File: src/rtl/kbd_pkg.sv
package kbd_pkg;
    // Number of matrix rows and columns of the default build
    localparam int KBD_ROWS = 8;
    localparam int KBD_COLS = 8;

    // Key event polarity
    typedef enum logic {
        KEY_UP   = 1'b0,
        KEY_DOWN = 1'b1
    } key_dir_e;
endpackage

File: src/rtl/kbd_row_bank.sv
module kbd_row_bank
    import kbd_pkg::*;
#(
    parameter int ROWS  = KBD_ROWS,
    parameter int COLS  = KBD_COLS,
    parameter int IDX_W = KBD_COLS
) (
    input  logic                       clk,
    input  logic                       rst_n,
    input  logic                       evt_valid,
    input  logic                       evt_pressed,
    input  logic [IDX_W-1:0]           evt_row,
    input  logic [COLS-1:0]            evt_mask,
    output logic [ROWS-1:0][COLS-1:0]  rows
);
    typedef struct packed {
        logic [ROWS-1:0][COLS-1:0] rows;
    } bank_t;

    bank_t st_d, st_q;

    always_comb begin
        st_d = st_q;
        if (evt_valid) begin
            for (int r = 0; r < ROWS; r++) begin
                // full-width compare: indices past the last row match nothing
                if (evt_row == IDX_W'(r)) begin
                    if (key_dir_e'(evt_pressed) == KEY_DOWN)
                        st_d.rows[r] = st_q.rows[r] & ~evt_mask;
                    else
                        st_d.rows[r] = st_q.rows[r] | evt_mask;
                end
            end
        end
    end

    always_ff @(posedge clk or negedge rst_n) begin
        if (!rst_n)
            st_q <= '{rows: '1};
        else
            st_q <= st_d;
    end

    assign rows = st_q.rows;
endmodule

File: src/rtl/kbd_read_merge.sv
module kbd_read_merge #(
    parameter int ROWS     = 8,
    parameter int COLS     = 8,
    parameter int TAPE_BIT = 7
) (
    input  logic                      port_hit_n,
    input  logic [ROWS-1:0]           row_sel_n,
    input  logic [ROWS-1:0][COLS-1:0] rows,
    input  logic                      tape_lvl,
    output logic [COLS-1:0]           merged
);
    always_comb begin
        merged = '1;
        if (!port_hit_n) begin
            for (int r = 0; r < ROWS; r++) begin
                if (!row_sel_n[r])
                    merged = merged & rows[r];
            end
            if (!tape_lvl)
                merged[TAPE_BIT] = 1'b0;
        end
    end
endmodule

File: src/rtl/kbd_tape_port.sv
module kbd_tape_port
    import kbd_pkg::*;
#(
    parameter int ROWS     = KBD_ROWS,
    parameter int COLS     = KBD_COLS,
    parameter int ADDR_W   = 16,
    parameter int SEL_LSB  = 8,
    parameter int TAPE_BIT = COLS - 1
) (
    input  logic                clk,
    input  logic                rst_n,
    input  logic                io_rd,
    input  logic [ADDR_W-1:0]   addr,
    output logic [COLS-1:0]     rd_data,
    input  logic                key_valid,
    input  logic                key_pressed,
    input  logic [2*COLS-1:0]   key_code,
    input  logic                tape_in
);
    localparam int CODE_W = 2 * COLS;

    typedef struct packed {
        logic [COLS-1:0] rd;
    } port_t;

    port_t st_d, st_q;

    logic [ROWS-1:0][COLS-1:0] row_state;
    logic [COLS-1:0]           merged;
    logic                      unused_addr_bits;

    assign unused_addr_bits = ^addr[SEL_LSB-1:1];

    kbd_row_bank #(
        .ROWS  (ROWS),
        .COLS  (COLS),
        .IDX_W (CODE_W - COLS)
    ) u_bank (
        .clk         (clk),
        .rst_n       (rst_n),
        .evt_valid   (key_valid),
        .evt_pressed (key_pressed),
        .evt_row     (key_code[CODE_W-1:COLS]),
        .evt_mask    (key_code[COLS-1:0]),
        .rows        (row_state)
    );

    kbd_read_merge #(
        .ROWS     (ROWS),
        .COLS     (COLS),
        .TAPE_BIT (TAPE_BIT)
    ) u_merge (
        .port_hit_n (addr[0]),
        .row_sel_n  (addr[SEL_LSB +: ROWS]),
        .rows       (row_state),
        .tape_lvl   (tape_in),
        .merged     (merged)
    );

    always_comb begin
        st_d = st_q;
        if (io_rd)
            st_d.rd = merged;
    end

    always_ff @(posedge clk or negedge rst_n) begin
        if (!rst_n)
            st_q <= '{rd: '1};
        else
            st_q <= st_d;
    end

    assign rd_data = st_q.rd;
endmodule

File: config.mk
export PLATFORM = sky130hd
export DESIGN_NAME = kbd_tape_port
export DESIGN_NICKNAME = d
export VERILOG_FILES = /design/src/rtl/kbd_pkg.sv /design/src/rtl/kbd_row_bank.sv /design/src/rtl/kbd_read_merge.sv /design/src/rtl/kbd_tape_port.sv
export SDC_FILE = /design/constraint.sdc
export NUM_CORES = 1
export LEC_CHECK = 0
export CORE_ASPECT_RATIO = 1.4
export CORE_MARGIN = 5
export CORE_UTILIZATION = 55
export DETAILED_ROUTE_END_ITERATION = 16
export HOLD_SLACK_MARGIN = 0.06
export MAX_ROUTING_LAYER = met4
export PLACE_DENSITY = 0.84
export SLEW_MARGIN = 20
export SYNTH_ARGS = -nofsm -noshare
export SYNTH_HDL_FRONTEND = slang
export SYNTH_SLANG_ARGS = --single-unit
File: constraint.sdc
create_clock -name clk -period 1.4 [get_ports clk]
set_input_delay 0.14 -clock clk [delete_from_list [all_inputs] [get_ports clk]]
set_output_delay 0.14 -clock clk [all_outputs]
set_load 0.02 [all_outputs]
==> results by group, run 1 <==
Run status
  – Outcome: complete, but fails checks
  – Failing checks: setup timing

Final layout
  – Cell Count, Final, Fillers Out: 484
  – Fillcell total: 358
  – Diode count: 0
  – Share of post-route cells with drive strength above 1: 0.429
  – NumNets Final: 443
  – Area Growth Syn to Fin: 38.1%

Power
  – Leakage: 1.89 nW
  – Peak supply drop: 699 µV
  – Power density over cell area: 980 nW/µm²

Worst setup path
  – Most used cell, CP: o31ai_2
  – WS Path Type: in2reg
  – Critical Path RT: 1.68 ns
  – CP max stage cell: or4_4
  – Worst path max stage delay: 0.52 ns
  – CP cell instances: clkdlybuf4s50_1 -> or4_4 -> buf_4 -> o31ai_2 -> o31ai_2
  – Crit path arrival time: 1.72 ns
  – CP Capture Type: flop
  – CP startpoint kind: input port
  – CP Max Fanout: 9

Yosys
  – Synth Area per Inst: 10.5 µm²
  – Area share of and/or/nand/nor cells after synthesis: 0.107
  – Number of flops mapped to enable cells by yosys: 0
  – Compound-Gate Fraction of Synth Area: 0.291
  – Main combinational cell family by area after synthesis: compound AO/OA/AOI/OAI gates
  – Largest cells by area after synthesis: dfstp_2, a31oi_1, o31ai_1
  – Multiplexer share of the synthesized area: 0.0166
  – Distinct cells, synth: 32
  – Yosys warnings: 0
  – Area of the mapped netlist: 3620 µm²
  – Share of the synthesized area in the top cell type: 0.523
  – Top FF cell, synth: dfstp_2
  – Gate count after technology mapping: 344
  – Post-synth ARST share: 1.00
  – Synth Area in XOR/XNOR: 0
  – Post-synthesis register bit count: 72
  – Post-Syn Nets: 382
  – Seq/Total Area, Yosys: 0.523
  – Area leader, netlist: dfstp_2
  – Post-Synth Adder-Cell Area: 0

Timing
  – Final Setup Violations: 2
  – Hold slack: 0.301 ns
  – Final Hold Vio Count: 0
  – Clock skew: 0.00906 ns
  – Slew Limit Headroom: 0.680
  – Worst slew pin tran: 0.479 ns
  – Final setup margin: -0.0446 ns
  – Crit share post-route: 1.03
  – Maximum clock frequency: 692 MHz
  – Min Tclk post-route: 1.44 ns
  – RSZ-0062 raised after global routing: true
  – Fin. max-slew vios: 0

Place
  – Hpwl dp: 7010 µm
  – Placed insts: 460
  – Worst slack at placement: -0.459 ns
  – GP Congestion: 0.931
  – Port bufs: 38

Die
  – Initial Util: 0.558
  – Die width: 78.6 µm
  – Row count: 35
  – Chip height: 106 µm
  – Ports: 46
  – Die ar.: 8330 µm²
  – Core ar.: 6480 µm²

Clock tree
  – CTS tree: built
  – Deepest clock path buffer count: 2
  – H-tree depth: 3
  – Num CTS Buffers: 9
  – CTS clk-pin slew, worst paths: 0.07 ns
  – Clock insertion delay at the later pin of the skew report: 0.36 ns
  – Clk sink count: 72
  – Clk root buf: clkbuf_8

Global routing
  – GR Overflow Total: 0
  – Largest net degree at the start of global routing: 65
  – Global-route wire length before repair: 17100 µm
  – Number of global-route vias before repair: 3363
  – Initial antenna violation count: 0
  – GRT Util Overall: 0.270

Routing
  – Detailed Route WL: 11300 µm
  – Drt initial violations: 670
  – Vias per cell: 7.26
  – Drt first pass iters: 6
  – Total number of vias: 3516
  – Wirelength per Cell: 23.4 µm
  – Detail Route Antenna Nets: 0
  – Remaining DRCs: 0

Worst hold path
  – Worst hold-check path type: in2reg

Flow run
  – Maxcap violations: 0
-- power breakdown --
| group | total (W) | internal, W | switching, W |
|---|---|---|---|
| Combinational | 0.000769 | 0.000347 | 0.000421 |
| Sequential | 0.00232 | 0.00225 | 0.0000631 |
| Clock | 0.00181 | 0.00104 | 0.000773 |
| Total | 0.00490 | 0.00364 | 0.00126 |
-- per-stage QoR --
stage | utilization | instance area [µm²] | setup TNS [ns] | total power [W]
2_1_floorplan | - | 3620 | 0 | 0.00266
3_3_place_gp | 0.683 | 4430 | -22.85 | 0.00301
3_5_place_dp | 0.683 | 4430 | -26.28 | 0.00304
4_1_cts | 0.738 | 4790 | -0.0896 | 0.00483
5_1_grt | 0.771 | 5000 | -0.250 | 0.00507
6_report | 0.771 | 5000 | -0.0655 | 0.00490
-- synthesized netlist by cell type (all sizes together), types with 4 or more instances --
| master | n |
|---|---|
| nand3 | 4 |
| nand2b | 9 |
| a31oi | 76 |
| nor2b | 9 |
| nand2 | 9 |
| mux2i | 6 |
| and2 | 9 |
| nor4 | 8 |
| dfstp | 72 |
| inv | 6 |
| o22ai | 31 |
| buf | 18 |
| clkbuf | 25 |
| o31ai | 40 |
| o22a | 7 |
-- metal layers --
metal	routed length (µm)	global-route usage
met1	4210	0.336
met2	5640	0.419
met3	1030	0.0559
met4	469	0.133
met5	0	-
-- worst paths after layout --
kind | to | cells past startpoint | slack, ns | startpoint
worst max-delay path | flop | 5 | -0.04 | key_code[12]
worst min-delay path | flop | 3 | 0.30 | key_pressed
worst max register to register | rd_data[5] | 3 | 0.11 | flop
worst min register to register | flop | 2 | 0.47 | flop
max in group asynchronous | asynchronous set/reset pin | 3 | 0.52 | rst_n
min in group asynchronous | asynchronous set/reset pin | 2 | 0.55 | rst_n
-- logic make-up (layout without fill, tap and decap cells) --
kind of cell    Yosys count  count (layout)
mux                       6               6
compound gates          157             157
simple gates             60              60
flops                    72              72
buf+inv                  49             115
-- cells in the final DEF (no fill, tap or decap), types with 9 or more instances in the layout --
cell type,Yosys,final
clkbuf_8,0,10
buf_4,3,27
clkdlybuf4s50_1,0,22
nor2b_1,9,9
nand2b_1,9,9
nand2_1,9,9
dlygate4sd2_1,0,10
a31oi_1,76,76
buf_12,0,15
o31ai_1,40,19
dfstp_2,72,72
o22ai_1,31,31
o31ai_2,0,14
-- repair_timing --
action                     in CTS  in global routing
setup buffers                   2                  1
cloned                          2                  2
hold buffers                    1                  0
setup endpoints to repair      65                 53
gates resized for setup        32                 32
pin swaps                       5                  3
hold endpoints to repair       15                  0
-- layout make-up --
type	instances	area [µm²]	share of cell area
repair buffers	93	1040	0.208
clock inverters	6	82.6	0.0165
clock buffers	10	138	0.0275
multi-input cells	223	1730	0.346
well taps	74	92.6	0.0185
flip-flops and latches	72	1890	0.379
inverters	6	22.5	0.00451
-- critical path: cells and delay by family --
| family | cells | cell delay (ns) |
|---|---|---|
| buf+inv | 2 | 0.63 |
| simple gates | 1 | 0.52 |
| compound gates | 2 | 0.43 |
Power figures use the tool's default switching activity.
==> run 2, diff against run 1 <==
HOLD_SLACK_MARGIN = 0.02   (was 0.06)
SLEW_MARGIN = unset   (was 20)
==> run 2 against run 1 <==
Power is 0.18% higher. Count of clock-buffer cells in the layout unchanged. Critical path type unchanged. Combinational power hardly changed. Setup slack improved by 0.0042 ns. The run still ends with setup timing left. Sequential cell count did not move. Global-route usage is 0.055 points lower. Final cell count shrank 0.21%. Die area unchanged. Sequential power hardly changed. Register-to-register slack about the same.
==> results by group, run 2 (synthesized netlist as in run 1, its figures left out) <==
Run status
  – Outcome: complete, but fails checks
  – Failing checks: setup timing

Power
  – Internal Power: 0.00364 W (about the same)
  – Flop pwr share: 0.472 (about the same)
  – Psw: 0.00127 W (+0.83%)
  – Clk pwr share: 0.372 (+0.002)
  – Switching share of power: 0.258 (+0.00167)
  – Logic gate share of total power: 0.156 (about the same)
  – Power density over cell area: 984 nW/µm² (+0.38%)
  – Peak supply drop: 699 µV (about the same)
  – Leakage: 1.89 nW (-0.22%)

Flow run
  – Maxcap violations: 0 (unchanged)

Place
  – Port bufs: 38 (unchanged)
  – Hpwl dp: 7010 µm (unchanged)
  – Worst slack at placement: -0.459 ns (unchanged)
  – Placed insts: 460 (unchanged)
  – GP Congestion: 0.931 (unchanged)

Worst setup path
  – CP Max Fanout: 9 (unchanged)
  – WS Path Type: in2reg
  – Critical Path RT: 1.68 ns (about the same)
  – Cells on worst reg2reg path: 3 (unchanged)
  – CP Capture Type: flop
  – Reg-to-Reg End: rd_data[5]
  – R2r setup slk: 0.11 ns (about the same)
  – Crit path arrival time: 1.72 ns (about the same)
  – CP startpoint kind: input port

Routing
  – Detailed Route WL: 11400 µm (+0.28%)
  – Vias per cell: 7.30 (+0.55%)
  – Detail Route Antenna Nets: 0 (unchanged)
  – Drt initial violations: 729 (+8.8%)
  – Total number of vias: 3528 (+0.34%)
  – Wirelength per Cell: 23.6 µm (+0.49%)
  – Drt first pass iters: 7 (+1)
  – Remaining DRCs: 0 (unchanged)

Timing
  – Clock skew: 0.00933 ns (+0.000269 ns)
  – Setup_tns: -0.0624 ns (+0.00308 ns)
  – Hold slack: 0.0262 ns (-0.275 ns)
  – Slew Limit Headroom: 0.686 (+0.00560)
  – Fin. max-slew vios: 0 (unchanged)
  – Maximum clock frequency: 694 MHz (+0.29%)
  – Final Setup Violations: 2 (unchanged)
  – Crit share post-route: 1.03 (-0.00301)
  – Worst slew pin tran: 0.470 ns (-0.00838 ns)
  – Min Tclk post-route: 1.44 ns (-0.00421 ns)
  – Final Hold Vio Count: 0 (unchanged)
  – RSZ-0062 raised after global routing: true
  – Final setup margin: -0.0404 ns (+0.00421 ns)

Global routing
  – GR Overflow Total: 0 (unchanged)
  – GRT Util Overall: 0.270 (-0.000552)
  – Number of global-route vias before repair: 3353 (-0.30%)
  – Largest net degree at the start of global routing: 65 (unchanged)
  – Initial antenna violation count: 0 (unchanged)
  – Global-route wire length before repair: 17000 µm (-0.24%)

Final layout
  – Area Growth Syn to Fin: 37.8%
  – Share of post-route cells with drive strength above 1: 0.430 (+0.00105)
  – Most frequent cells in the layout: a31oi_1, dfstp_2, o22ai_1
  – NumNets Final: 442 (-0.23%)
  – Most common cell after layout, fill and taps aside: a31oi_1
  – Cell Count, Final, Fillers Out: 483 (-0.21%)
  – Diode count: 0 (unchanged)
  – Final Core Density: 0.769 (-0.00154)

Die
  – Initial Util: 0.558 (unchanged)
  – Row count: 35 (unchanged)
  – Die ar.: 8330 µm² (unchanged)
  – Die width: 78.6 µm (unchanged)
  – Core ar.: 6480 µm² (unchanged)
  – Ports: 46 (unchanged)
  – Chip height: 106 µm (unchanged)

Clock tree
  – Clk sink count: 72 (unchanged)
  – Clock insertion delay at the later pin of the skew report: 0.36 ns (about the same)
  – H-tree depth: 3 (unchanged)
  – CTS clk-pin slew, worst paths: 0.08 ns (about the same)
  – Deepest clock path buffer count: 2 (unchanged)
  – Num CTS Buffers: 9 (unchanged)
  – CTS tree: built
  – Clk root buf: clkbuf_8
  – Cts hold-fix bufs: 0 (-1)

Worst hold path
  – Worst hold-check path type: in2async
## run 2: cell count changes in the layout (fill, tap and decap cells not counted)
cell | before | now
dlygate4sd3_1 | 1 | 0
## run 2: through the flow
step                instance area (µm²)  total power, W
floorplan                          3620         0.00266
global placement                   4430         0.00301
detailed placement                 4430         0.00304
CTS                                4780         0.00483
global route                       4990         0.00507
finish                             4990         0.00491
## run 2: layout make-up
cell class	count	area (µm²)
fill	356	1490
clock buffer	10	138
tap	74	92.6
multi-input combinational	223	1730
inverter	6	22.5
timing repair buffer	92	1030
clock inverter	6	82.6
sequential	72	1890
## run 2: worst max-delay path, stage by stage
cell and delay [ns]:
clkdlybuf4s50_1 0.42, or4_4 0.52, buf_4 0.21, o31ai_2 0.32, o31ai_2 0.11
## run 2: how the worst max path moves through the flow
stage / start / to / slack (ns) / cells past startpoint
3_3_place_gp: key_code[11] / flop / -0.39 / 6
4_1_cts: key_valid / flop / -0.02 / 6
5_1_grt: key_code[12] / flop / -0.08 / 5
6_report: key_code[12] / flop / -0.04 / 5
2_1_floorplan: key_code[11] / flop / 0.16 / 4
3_5_place_dp: key_code[11] / flop / -0.46 / 6
## run 2: repair_timing
item,4_1_cts,5_1_grt
setup buffers,2,1
setup endpoints to repair,65,53
gates cloned,2,2
resized for setup,32,32
pin swaps,5,3
## run 2: power by group through the flow
stage / Combinational, W / Sequential [W] / Clock (W)
after floorplan: 0.000306 / 0.00235 / 0
after global placement: 0.000675 / 0.00233 / 0
after detailed placement: 0.000702 / 0.00234 / 0
after CTS: 0.000709 / 0.00231 / 0.00181
after global routing: 0.000811 / 0.00233 / 0.00193
final: 0.000768 / 0.00232 / 0.00182
## run 2: per-layer routing
metal / vias to the layer above / GRT usage / wire, µm / part of all wire
met4: 0 / 0.133 / 567 / 0.050
met1: 1676 / 0.335 / 4170 / 0.37
met2: 281 / 0.417 / 5590 / 0.49
met5: - / - / 0 / 0
li1: 1496 / - / - / -
met3: 75 / 0.0559 / 1050 / 0.093
